==> src/rtl/wprot_pkg.sv <==
package wprot_pkg;

  localparam int ADDR_W = 15;
  localparam int DATA_W = 8;

  localparam logic [ADDR_W-1:0] CMD_ADDR_A = 15'h5555;
  localparam logic [ADDR_W-1:0] CMD_ADDR_B = 15'h2AAA;

  typedef enum logic [2:0] {
    ST_IDLE, ST_E1, ST_E2, ST_D3, ST_D4, ST_D5, ST_OPEN
  } wp_state_e;

  typedef enum logic [2:0] {
    CMD_NONE, CMD_AA_A, CMD_55_B, CMD_A0_A, CMD_80_A, CMD_20_A
  } wp_cmd_e;

  // Map one write onto the command alphabet.
  function automatic wp_cmd_e classify(input logic [ADDR_W-1:0] a,
                                       input logic [DATA_W-1:0] d);
    wp_cmd_e c;
    c = CMD_NONE;
    if (a == CMD_ADDR_A) begin
      case (d)
        8'hAA:   c = CMD_AA_A;
        8'hA0:   c = CMD_A0_A;
        8'h80:   c = CMD_80_A;
        8'h20:   c = CMD_20_A;
        default: c = CMD_NONE;
      endcase
    end else if (a == CMD_ADDR_B && d == 8'h55) begin
      c = CMD_55_B;
    end
    return c;
  endfunction

  // True when command c is the expected next step from state s.
  function automatic logic step_ok(input wp_state_e s, input wp_cmd_e c);
    case (s)
      ST_IDLE: return c == CMD_AA_A;
      ST_E1:   return c == CMD_55_B;
      ST_E2:   return (c == CMD_A0_A) || (c == CMD_80_A);
      ST_D3:   return c == CMD_AA_A;
      ST_D4:   return c == CMD_55_B;
      ST_D5:   return c == CMD_20_A;
      default: return 1'b0;
    endcase
  endfunction

  // Successor state for an accepted step.
  function automatic wp_state_e step_next(input wp_state_e s, input wp_cmd_e c);
    case (s)
      ST_IDLE: return ST_E1;
      ST_E1:   return ST_E2;
      ST_E2:   return (c == CMD_A0_A) ? ST_OPEN : ST_D3;
      ST_D3:   return ST_D4;
      ST_D4:   return ST_D5;
      default: return ST_IDLE;
    endcase
  endfunction

endpackage

==> src/rtl/wprot_cmd_decode.sv <==
module wprot_cmd_decode
  import wprot_pkg::*;
(
  input  logic [ADDR_W-1:0] addr,
  input  logic [DATA_W-1:0] data,
  output wp_cmd_e           cmd
);
  always_comb cmd = classify(addr, data);
endmodule

==> src/rtl/wprot_gap_timer.sv <==
module wprot_gap_timer #(
  parameter int LOAD_WIN = 16
) (
  input  logic clk,
  input  logic rst_n,
  input  logic armed,
  input  logic stb,
  output logic expired
);
  localparam int CW = $clog2(LOAD_WIN) + 1;
  localparam logic [CW-1:0] LIMIT = CW'(LOAD_WIN - 1);

  logic [CW-1:0] cnt;

  always_ff @(posedge clk or negedge rst_n) begin
    if (!rst_n)              cnt <= '0;
    else if (!armed || stb)  cnt <= '0;
    else if (cnt != LIMIT)   cnt <= cnt + 1'b1;
  end

  assign expired = armed && !stb && (cnt == LIMIT);
endmodule

==> src/rtl/wprot_flag.sv <==
module wprot_flag (
  input  logic clk,
  input  logic blank_n,
  input  logic set_i,
  input  logic clr_i,
  output logic flag_o
);
  always_ff @(posedge clk or negedge blank_n) begin
    if (!blank_n)    flag_o <= 1'b0;
    else if (set_i)  flag_o <= 1'b1;
    else if (clr_i)  flag_o <= 1'b0;
  end
endmodule

==> src/rtl/wprot_seq_detect.sv <==
module wprot_seq_detect
  import wprot_pkg::*;
#(
  parameter int LOAD_WIN = 16
) (
  input  logic              clk,
  input  logic              rst_n,
  input  logic              blank_n,
  input  logic              wr_stb,
  input  logic [ADDR_W-1:0] wr_addr,
  input  logic [DATA_W-1:0] wr_data,
  input  logic              page_done,
  output logic              wr_allow,
  output logic              prot_on
);

  wp_state_e state, state_nx;
  wp_cmd_e   cmd;

  // Named internal events, visible to the bound checker.
  logic win_open, mid_seq, hit, ev_unlock, ev_disable, ev_abort, ev_timeout, pass_now;

  wprot_cmd_decode u_dec (.addr(wr_addr), .data(wr_data), .cmd(cmd));

  assign win_open   = (state == ST_OPEN);
  assign mid_seq    = !win_open && (state != ST_IDLE);
  assign hit        = step_ok(state, cmd);
  assign ev_unlock  = wr_stb && (state == ST_E2) && (cmd == CMD_A0_A);
  assign ev_disable = wr_stb && (state == ST_D5) && (cmd == CMD_20_A);
  assign ev_abort   = wr_stb && !win_open && !hit;
  assign pass_now   = wr_stb && (win_open || (ev_abort && !prot_on));

  wprot_gap_timer #(.LOAD_WIN(LOAD_WIN)) u_gap (
    .clk(clk), .rst_n(rst_n), .armed(mid_seq), .stb(wr_stb), .expired(ev_timeout)
  );

  wprot_flag u_flag (
    .clk(clk), .blank_n(blank_n), .set_i(ev_unlock), .clr_i(ev_disable), .flag_o(prot_on)
  );

  always_comb begin
    state_nx = state;
    if (wr_stb) begin
      if (win_open) state_nx = ST_OPEN;
      else if (hit) state_nx = step_next(state, cmd);
      else          state_nx = ST_IDLE;
    end else if (win_open && page_done) begin
      state_nx = ST_IDLE;
    end else if (ev_timeout) begin
      state_nx = ST_IDLE;
    end
  end

  always_ff @(posedge clk or negedge rst_n) begin
    if (!rst_n) begin
      state    <= ST_IDLE;
      wr_allow <= 1'b0;
    end else begin
      state    <= state_nx;
      wr_allow <= pass_now;
    end
  end

endmodule

==> config.mk <==
export PLATFORM = sky130hd
export DESIGN_NAME = wprot_seq_detect
export DESIGN_NICKNAME = d
export VERILOG_FILES = /design/src/rtl/wprot_pkg.sv /design/src/rtl/wprot_cmd_decode.sv /design/src/rtl/wprot_gap_timer.sv /design/src/rtl/wprot_flag.sv /design/src/rtl/wprot_seq_detect.sv
export SDC_FILE = /design/constraint.sdc
export NUM_CORES = 1
export LEC_CHECK = 0
export ABC_AREA = 1
export BUFFER_PORTS_ARGS = -buffer_cell sky130_fd_sc_hd__buf_4
export CELL_PAD_IN_SITES_DETAIL_PLACEMENT = 1
export CELL_PAD_IN_SITES_GLOBAL_PLACEMENT = 2
export CORE_AREA = 10 10 84 68
export DETAILED_ROUTE_END_ITERATION = 16
export DIE_AREA = 0 0 94 78
export PLACE_DENSITY_LB_ADDON = 0.1
export SETUP_SLACK_MARGIN = 0.1
export SLEW_MARGIN = 20
export SYNTH_ARGS = -nofsm -noshare
export SYNTH_HDL_FRONTEND = slang
export SYNTH_SLANG_ARGS = --single-unit
==> constraint.sdc <==
create_clock -name clk -period 1.6 [get_ports clk]
set_input_delay 0.4 -clock clk [delete_from_list [all_inputs] [get_ports clk]]
set_output_delay 0.4 -clock clk [all_outputs]
set_load 0.01 [all_outputs]
# [Yosys cells after proc, flatten, opt, wreduce, memory -nomap -nowiden]
# Index checks and enable logic that the tools add are counted.
[op_classes] eq_ne=20 addsub=1 mux=15 reduce_logical=28
[op_table] op="8-bit equality test, second input constant" count=3
[op_table] op="3-bit two-way mux" count=7
[op_table] op="15-bit by 14-bit equality test with 1-bit output, second input constant" count=1
[op_table] op="15-bit equality test, second input constant" count=1
[op_table] op="3-bit equality test, second input constant" count=5
[op_table] op="3-bit one-hot mux with 5 select lines" count=1
[op_table] op="1-bit logical AND" count=13
[op_table] op="3-bit by 2-bit equality test with 1-bit output, second input constant" count=4
[op_table] op="3-bit one-hot mux with 4 select lines" count=1
[op_table] op="5-bit two-way mux" count=2
[op_table] op="8-bit by 6-bit equality test with 1-bit output, second input constant" count=1
[op_table] op="8-bit by 7-bit equality test with 1-bit output, second input constant" count=1
[op_table] op="3-bit by 1-bit equality test with 1-bit output, second input constant" count=2
[op_table] op="3-bit nonzero test" count=2
[op_table] op="5-bit by 1-bit adder with 5-bit output, second input constant" count=1
[op_table] op="5-bit by 4-bit equality test with 1-bit output, second input constant" count=1
[op_table] op="1-bit logical NOT" count=5
[op_table] op="5-bit by 4-bit != test with 1-bit output, second input constant" count=1
[op_table] op="1-bit one-hot mux with 4 select lines" count=1
[op_table] op="2-bit nonzero test" count=2
[op_table] op="2-bit OR reduction" count=2
[op_table] op="3-bit logical NOT" count=1
[op_table] op="1-bit logical OR" count=3
[op_table] op="1-bit two-way mux" count=2
[op_table] op="2-bit two-way mux" count=1
[word_totals] input_bits=28 out_inout_bits=2 register_bits=10 word_cells=68

# [Longest topological paths before layout]
# Gate-level depths: netlist of run 1.
[depth] depth_word=12 ltp_mapped=15 depth_no_buf=15

# [Modules after synthesis]
# Synthesis of run 1 repeated with hierarchy kept, for this count alone.
[unflattened] cells_unflattened=165 area_unflattened_um2=960.9
[by_module_without_submodules] mod="wprot_seq_detect" cells_each=59 area_per_inst_um2=364.1 seq_area_each_um2=100.1 n_inst=1
[by_module_without_submodules] mod="wprot_cmd_decode" cells_each=66 area_per_inst_um2=287.8 seq_area_each_um2=0.0 n_inst=1
[by_module_without_submodules] mod="wprot_gap_timer" cells_each=35 area_per_inst_um2=269.0 seq_area_each_um2=125.1 n_inst=1
[by_module_without_submodules] mod="wprot_flag" cells_each=5 area_per_inst_um2=40.0 seq_area_each_um2=25.0 n_inst=1

# [Worst setup path before layout of run 1]
# OpenSTA, ideal clock, no wires.
[synth_timing] path_type="reg-to-reg" from="register u_gap.cnt[0]" to="register u_gap.cnt[3]" setup_time_ns=0.120 arrival_ns=1.360 path_buffers=0 path_stages_with_launch=8 setup_slack_ns=0.121 period_less_slack_ns=1.479 path_cell_list="dfrtp_1 -> ha_1 -> and3_1 -> ha_1 -> nor2_1 -> nand3_1 -> xor2_1 -> nor2_1"
[synth_via] elab_chain_len=3
[synth_rtl] element="start, declared" line_no="wprot_gap_timer.sv:13" source="logic [CW-1:0] cnt;"
[synth_rtl] element="start signal, assigned" line_no="wprot_gap_timer.sv:18" source="else if (cnt != LIMIT) cnt <= cnt + 1'b1;"
[synth_rtl] element="5-bit by 1-bit adder with 5-bit output" line_no="wprot_gap_timer.sv:18"
[synth_rtl] element="5-bit two-way mux" line_no="wprot_gap_timer.sv:18"
[synth_rtl] element="5-bit two-way mux" line_no="wprot_gap_timer.sv:17" source="else if (!armed || stb) cnt <= '0;"
# Parallel ways exist; a longest one is shown, timed or not. The select of a mux whose other input is x is not followed.
# A chain may end at the register's enable or synchronous reset.

# [Final worst setup path of run 1]
[layout_timing] from="register u_gap.cnt[0]" to="register u_gap.cnt[2]"
# Same word-level chain as after synthesis.

==> results of run 1 <==
registers in the layout (all words and copies together) (netlist names):
name,flops
u_gap.cnt,5
state,3
u_flag.flag_o,1
wr_allow,1
how the worst max path moves through the flow:
stage          slack, ps  cells after the start          from      endpoint
2_1_floorplan        120                      7  u_gap.cnt[0]  u_gap.cnt[3]
3_3_place_gp         -50                     15    wr_addr[2]      state[2]
3_5_place_dp        -100                      8  u_gap.cnt[0]  u_gap.cnt[2]
4_1_cts              100                     12      state[0]      state[2]
5_1_grt              -20                      8  u_gap.cnt[0]  u_gap.cnt[2]
6_report              70                      8  u_gap.cnt[0]  u_gap.cnt[2]
critical path, cell delays in order (launching register included):
cell                      delay [ps]
sky130_fd_sc_hd__dfrtp_1         360
sky130_fd_sc_hd__ha_2            190
sky130_fd_sc_hd__and3_4          190
sky130_fd_sc_hd__ha_4            180
sky130_fd_sc_hd__inv_4            60
sky130_fd_sc_hd__buf_6           110
sky130_fd_sc_hd__nand2_2          50
sky130_fd_sc_hd__xor2_1          180
sky130_fd_sc_hd__nor2_1           80
stage by stage:
step	util, %	instances	setup TNS (ps)
4_1_cts	36.6	277	0
6_report	41.0	285	0
5_1_grt	41.0	285	-24.5
2_1_floorplan	-	172	0
3_3_place_gp	32.9	266	-164
3_5_place_dp	32.9	266	-433
area by class of cell:
type / instances / area (um2) / area share [%]
Clock buffer: 4 / 55.1 / 3.19
Tap cell: 57 / 71.3 / 4.13
Timing Repair Buffer: 53 / 425 / 24.7
Sequential cell: 10 / 251 / 14.6
Inverter: 35 / 144 / 8.34
Multi-Input combinational cell: 126 / 778 / 45.1
timing repair:
| action | CTS | global route |
|---|---|---|
| pin swaps | 4 | 15 |
| hold endpoints to repair | 10 | 0 |
| endpoints found under the setup margin | 6 | 7 |
| hold buffers | 2 | 0 |
| buffers inserted | 5 | 8 |
| gates resized for setup | 13 | 39 |
power breakdown:
part / total, mW / switching [mW] / leakage (nW) / internal, mW
sequential: 0.255 / 0.000444 / 0.136 / 0.255
combinational: 0.158 / 0.0770 / 0.734 / 0.0807
clock: 0.317 / 0.101 / 0.0288 / 0.216
cells in the final DEF, fill, tap and decap left out, drive strengths merged:
cell	Yosys	routed
nand2	52	52
buf	1	51
nor2	39	39
inv	35	35
dfrtp	10	10
nand3	9	9
clkbuf	0	4
a21oi	4	4
nor3	4	4
o21ai	4	4
nand4	3	3
xor2	2	2
dlygate4sd3	0	2
nand3b	2	2
ha	2	2
a211oi	1	1
and3	1	1
a31o	1	1
o41ai	1	1
o211ai	1	1
per-layer routing:
layer,vias up,GRT usage [%],routed length (um)
met5,-,0,0
met1,561,12.6,1670
met2,18,15.9,1790
li1,638,-,-
met4,0,1.67,15
met3,2,2.60,99
logic make-up after synthesis:
group | count (synthesis) | share of synthesized area (%)
simple gates | 110 | 51.3
flops | 10 | 24.2
fa+ha+maj | 2 | 2.42
xor+xnor | 2 | 1.69
buf+inv | 36 | 13.4
compound gates | 12 | 7.00
==> reports/summary.txt, run 1 <==
PLACE
------------------------------------------------------------------------------------
Detailed placement HPWL                                                      2870 um
Post-Place Setup Slack                                                      -98.4 ps
Standard cell area after detailed placement                                 1390 um2
Weighted congestion at the end of routability-driven global placement          0.772
Buffers on Ports                                                                  29

WORST SETUP PATH
------------------------------------------------------------------------------------
Endpoint type of the worst setup path                                       register
Category of the most critical setup path                                     reg2reg
Maximum fanout along the worst path                                                4
R2r endpoint                                                            u_gap.cnt[2]
Reg2Reg Launch Point                                                    u_gap.cnt[0]
Worst endpoint required time                                                 1720 ps
Element type at the critical path start                                     register
Critical Path AT                                                             1650 ps
Depth of the worst register-to-register path                                       8
Flop-to-flop setup slack                                                       70 ps

FLOORPLANNING
------------------------------------------------------------------------------------
Starting Density                                                               24.6%
Core area                                                                   4200 um2
Vert. Die Dim                                                                  78 um
Number of placement rows                                                          21
Horizontal extent of the die                                                   94 um
Die area                                                                    7330 um2
IO Pins                                                                           30

DRT
------------------------------------------------------------------------------------
Detail Route Antenna Nets                                                          0
Routed WL per cell                                                           12.5 um
Number of detailed-routing iterations run before antenna repair                    4
Total wirelength of the detailed-routed design                               3580 um
Total number of vias                                                            1219
Initial DRC count                                                                 28
Post-detailed-route via-to-cell ratio                                           4.28
DRC violation count after routing                                                  0

STA
------------------------------------------------------------------------------------
Final cycle utilization of the critical path                                   95.4%
Clock Skews                                                                  5.49 ps
Max-slew violations                                                                0
Slew at the pin closest to its max-slew limit                                 271 ps
Hold WS                                                                       430 ps
Hold Vio Cnt, Final                                                                0
Setup-violating endpoint count in the final report                                 0
Maximum clock rate                                                         0.655 GHz
Setup slack after layout                                                     73.6 ps
Minimum clock period after layout                                            1530 ps
RSZ-0062 raised after global routing                                            true
Slew HR                                                                        81.7%

CTS
------------------------------------------------------------------------------------
TritonCTS Buffers                                                                  3
Max H-tree Level                                                                   1
TritonCTS clock tree                                                           built
Clock latency of the later-clocked register in the worst-skew pair            240 ps
CTS clock-pin slew for the worst setup and hold paths                          50 ps
Clock sink count                                                                  10
Cell at the root of the clock tree                                      sky130_fd_sc_hd__clkbuf_8
Max clock buf depth                                                                2

POWER
------------------------------------------------------------------------------------
P per Cell Area                                                           423 nW/um2
Peak supply drop                                                            0.287 mV
Leak Pwr                                                                    0.899 nW
Post-layout total power                                                       730 uW

LOGIC SYNTHESIS
------------------------------------------------------------------------------------
Async S/R FF share, synth                                                       100%
Post-synth top cells                                                    sky130_fd_sc_hd__nand2_1, sky130_fd_sc_hd__nor2_1, sky130_fd_sc_hd__inv_1
Post-synth EDFFs                                                                   0
Number of distinct library cells after synthesis                                  26
Cell with the most instances after synthesis                            sky130_fd_sc_hd__nand2_1
Fraction of synthesized cell area taken by the top area cell type              24.2%
Top FF cell, synth                                                      sky130_fd_sc_hd__dfrtp_1
Count of mapped cells out of synthesis                                           172
Warning count from the yosys run                                                   0
Synthesized flop and latch total                                                  10
Post-synthesis sequential area ratio                                           24.2%
Ranking of synthesized cells by area                                    sky130_fd_sc_hd__dfrtp_1, sky130_fd_sc_hd__nand2_1, sky130_fd_sc_hd__nor2_1
Dominant cell type by area after synthesis                              sky130_fd_sc_hd__dfrtp_1
Synthesized cell area                                                       1040 um2
Mapped Nets                                                                      202
Average instance area after synthesis                                       6.02 um2

WORST HOLD PATH
------------------------------------------------------------------------------------
Hold path start                                                            page_done
Worst Hold Path Cells                                                              4
Worst hold path endpoint                                                    state[2]
HP Class                                                                      in2reg

GRT
------------------------------------------------------------------------------------
Antenna violations before repair                                                   0
GRT Total Usage                                                                9.71%
First-pass GRT wire length                                                   5940 um
Leftover overflow at the end of global routing                                     0
Largest net degree at the start of global routing                                 10
Vias in the first global route                                                  1307

STATUS
------------------------------------------------------------------------------------
Result of the run                                                       finished, final reports clean

LAYOUT
------------------------------------------------------------------------------------
Total number of nets in the final design                                         259
Ratio of cells with drive above 1 in the final layout                          53.5%
Final design instance area without fill                                     1730 um2
Inserted Diodes                                                                    0
Area grow syn2layout                                                           66.5%
Fillcell total                                                                   545

FLOW RUN
------------------------------------------------------------------------------------
Count of max-cap constraint violations                                             0

(Power assumes the default switching activity.)
==> inputs of run 2 (changes only) <==
--- a/config.mk
+++ b/config.mk
@@ -14,4 +14,5 @@
 export DIE_AREA = 0 0 94 78
 export PLACE_DENSITY_LB_ADDON = 0.1
+export RECOVER_POWER = 50
 export SETUP_SLACK_MARGIN = 0.1
 export SLEW_MARGIN = 20
==> constraint.sdc (replaced) <==
create_clock -name clk -period 1.6 [get_ports clk]
set_input_delay 0.08 -clock clk [delete_from_list [all_inputs] [get_ports clk]]
set_output_delay 0.08 -clock clk [all_outputs]
set_load 0.01 [all_outputs]
==> run 2 against run 1 <==
Effect of this change:
- die area unchanged
- non-clock buffer count shrank 8
- global-route usage is 0.082 points lower
- maximum frequency rose by 0.71%
- largest power group unchanged
- count of clock-buffer cells in the layout unchanged
- first-iteration DRC count up 11%
- clock power barely moved
- total power down 2.7%
- critical path depth increased by 4
- clock skew shrank 3.5 ps
- final area decreased by 7.9%
- routed wire length down 0.17%
==> reports/summary.txt, run 2 (same netlist as run 1, synthesis figures left out) <==
WORST SETUP PATH
--------------------------------------------------------------------------------------
Category of the most critical setup path                                       reg2reg   unchanged
Launch point of the worst path                                                state[1]   was u_gap.cnt[0]
Buffering stage count on the worst path with inverters included                      1   was 2
Crit path cell chain                                                      inv_2 > nand2_2 > nor2_4 > nor2_2 > nor3_2 > nor2_1 > nand2_2 > nand3_4 > nand2_2 > nand2_1 > nand2_1 > nand2_1   was ha_2 > and3_4 > ha_4 > inv_4 > buf_6 > nand2_2 > xor2_1 > nor2_1
Worst endpoint required time                                                   1720 ps   about the same
Slowest cell delay on critical path                                             390 ps   was 360 ps
Critical Path AT                                                               1630 ps   was 1650 ps
Reg2Reg Launch Point                                                          state[1]   was u_gap.cnt[0]
Endpoint type of the worst setup path                                         register   unchanged
Worst path top cell family by delay                                       simple AND/OR/NAND/NOR gates   was adder cells
Element type at the critical path start                                       register   unchanged
Flop-to-flop setup slack                                                         80 ps   was 70 ps
Maximum fanout along the worst path                                                  3   was 4
Library cell contributing the largest single delay on the critical path   sky130_fd_sc_hd__dfrtp_1   unchanged

POWER
--------------------------------------------------------------------------------------
P per Cell Area                                                             447 nW/um2   was 423 nW/um2
Peak supply drop                                                              0.220 mV   was 0.287 mV
Leak Pwr                                                                      0.834 nW   was 0.899 nW

PLACE
--------------------------------------------------------------------------------------
Standard cell area after detailed placement                                   1360 um2   was 1390 um2
Cell count after placement                                                         263   was 266
Weighted congestion at the end of routability-driven global placement            0.803   was 0.772
Detailed placement HPWL                                                        2750 um   was 2870 um
Buffers on Ports                                                                    29   unchanged

FLOORPLANNING
--------------------------------------------------------------------------------------
Vert. Die Dim                                                                    78 um   unchanged
Die area                                                                      7330 um2   unchanged
Horizontal extent of the die                                                     94 um   unchanged
Starting Density                                                                 24.6%   unchanged
Core area                                                                     4200 um2   unchanged
Number of placement rows                                                            21   unchanged
IO Pins                                                                             30   unchanged

CTS
--------------------------------------------------------------------------------------
CTS clock-pin slew for the worst setup and hold paths                            50 ps   about the same
Cell at the root of the clock tree                                        sky130_fd_sc_hd__clkbuf_8   unchanged
Clock sink count                                                                    10   unchanged
TritonCTS Buffers                                                                    3   unchanged
TritonCTS clock tree                                                             built   unchanged
Clock latency of the later-clocked register in the worst-skew pair              240 ps   about the same
Max clock buf depth                                                                  2   unchanged
Max H-tree Level                                                                     1   unchanged

LAYOUT
--------------------------------------------------------------------------------------
Largest registers                                                         u_gap.cnt x5, state x3   unchanged
Total number of nets in the final design                                           251   was 259
Ratio of cells with drive above 1 in the final layout                            42.7%   was 53.5%
Inserted Diodes                                                                      0   unchanged
Most common cell after layout, fill and taps aside                        sky130_fd_sc_hd__nand2_1   was sky130_fd_sc_hd__buf_4
Finished Core Util                                                               37.8%   was 41.0%
Number of flip-flops in the largest register                                         5   unchanged
Final design instance area without fill                                       1590 um2   was 1730 um2
Register with the most flip-flops                                            u_gap.cnt   unchanged
Fillcell total                                                                     555   was 545
Finished Layout Cells                                                              277   was 285
Commonest non-fill, non-tap cells in the layout                           sky130_fd_sc_hd__nand2_1, sky130_fd_sc_hd__buf_4, sky130_fd_sc_hd__nor2_1, sky130_fd_sc_hd__inv_1, sky130_fd_sc_hd__inv_2   was sky130_fd_sc_hd__buf_4, sky130_fd_sc_hd__nand2_1, sky130_fd_sc_hd__inv_1, sky130_fd_sc_hd__nor2_2, sky130_fd_sc_hd__nor2_1
Area grow syn2layout                                                             53.4%   was 66.5%

STA
--------------------------------------------------------------------------------------
Clock Skews                                                                    1.96 ps   was 5.49 ps
Final cycle utilization of the critical path                                     94.7%   was 95.4%
Maximum clock rate                                                           0.660 GHz   was 0.655 GHz
Hold WS                                                                         133 ps   was 430 ps
Slew at the pin closest to its max-slew limit                                   531 ps   was 271 ps
Setup-violating endpoint count in the final report                                   0   unchanged
Slew HR                                                                          64.6%   was 81.7%
Minimum clock period after layout                                              1520 ps   was 1530 ps
Hold Vio Cnt, Final                                                                  0   unchanged
RSZ-0062 raised after global routing                                              true   unchanged
Max-slew violations                                                                  0   unchanged

DRT
--------------------------------------------------------------------------------------
DRC violation count after routing                                                    0   unchanged
Detail Route Antenna Nets                                                            0   unchanged
Total wirelength of the detailed-routed design                                 3570 um   was 3580 um
Post-detailed-route via-to-cell ratio                                             4.40   was 4.28
Number of detailed-routing iterations run before antenna repair                      4   unchanged
Initial DRC count                                                                   31   was 28
Total number of vias                                                              1218   was 1219
Routed WL per cell                                                             12.9 um   was 12.5 um

GRT
--------------------------------------------------------------------------------------
Met3 usage                                                                       2.31%   was 2.60%
Global routing usage on met1                                                     11.7%   was 12.6%
Met2 track demand over resource                                                  16.5%   was 15.9%
GRT Total Usage                                                                  9.63%   was 9.71%
Vias in the first global route                                                    1292   was 1307
Antenna violations before repair                                                     0   unchanged
Largest net degree at the start of global routing                                   10   unchanged
Most used routing layer in global routing                                         met2   unchanged
First-pass GRT wire length                                                     5890 um   was 5940 um
Leftover overflow at the end of global routing                                       0   unchanged

WORST HOLD PATH
--------------------------------------------------------------------------------------
Hold path start                                                              page_done   unchanged
HP Class                                                                        in2reg   unchanged

FLOW RUN
--------------------------------------------------------------------------------------
Count of max-cap constraint violations                                               0   unchanged

STATUS
--------------------------------------------------------------------------------------
Result of the run                                                         finished, final reports clean   unchanged

-- run 2: cell count changes in the layout (fill, tap and decap cells not counted), sizes merged --
cell    previous run  this run
clkbuf             4         7
buf               51        40
-- run 2: per-layer routing --
layer | part of all wire [%] | wire, um
met4 | 2.0 | 70
met2 | 50 | 1780
met3 | 3.8 | 134
met1 | 44 | 1590
met5 | 0 | 0
-- run 2: metrics by stage --
stage	TNS (ps)	worst slack, ps	total power [mW]
CTS	0	101	0.724
floorplan	0	121	0.310
global route	-32.6	-32.6	0.750
finish	0	84.3	0.710
detailed placement	-14.7	-14.7	0.393
global placement	0	25.6	0.387
-- run 2: area by class of cell --
class / instances / area (um2) / area share [%]
Timing Repair Buffer: 45 / 335 / 21.1
Inverter: 35 / 134 / 8.43
Multi-Input combinational cell: 126 / 742 / 46.7
Tap cell: 57 / 71.3 / 4.49
Sequential cell: 10 / 251 / 15.8
Clock buffer: 4 / 55.1 / 3.46
-- run 2: power by group --
group          internal, mW  total [mW]  switching, mW
Sequential            0.255       0.255       0.000390
Clock                 0.217       0.319          0.102
Combinational        0.0671       0.136         0.0688
Total                 0.538       0.710          0.172
-- run 2: final timing paths --
| check | to | cells past startpoint |
|---|---|---|
| worst min register to register | wr_allow | 1 |
| worst min-delay path | state[1] | 4 |
| worst max-delay path | state[2] | 12 |
| max in group asynchronous | state[2] | 2 |
| worst max register to register | state[2] | 12 |
| min in group asynchronous | u_flag.flag_o | 2 |
-- run 2: what timing repair did --
item | in CTS | in global routing
endpoints found under the hold margin | 10 | 0
hold buffers | 2 | 0
resized for setup | 10 | 17
setup endpoints to repair | 6 | 6
pin swaps | 5 | 8
buffers inserted | 4 | 4
gates cloned | 0 | 0
-- run 2: worst register-to-register path: cells and delay by family (launching register included) --
family / cells / cell delay [ps]
AND/OR/NAND/NOR: 11 / 870
flip-flops: 1 / 390
buffers and inverters: 1 / 130
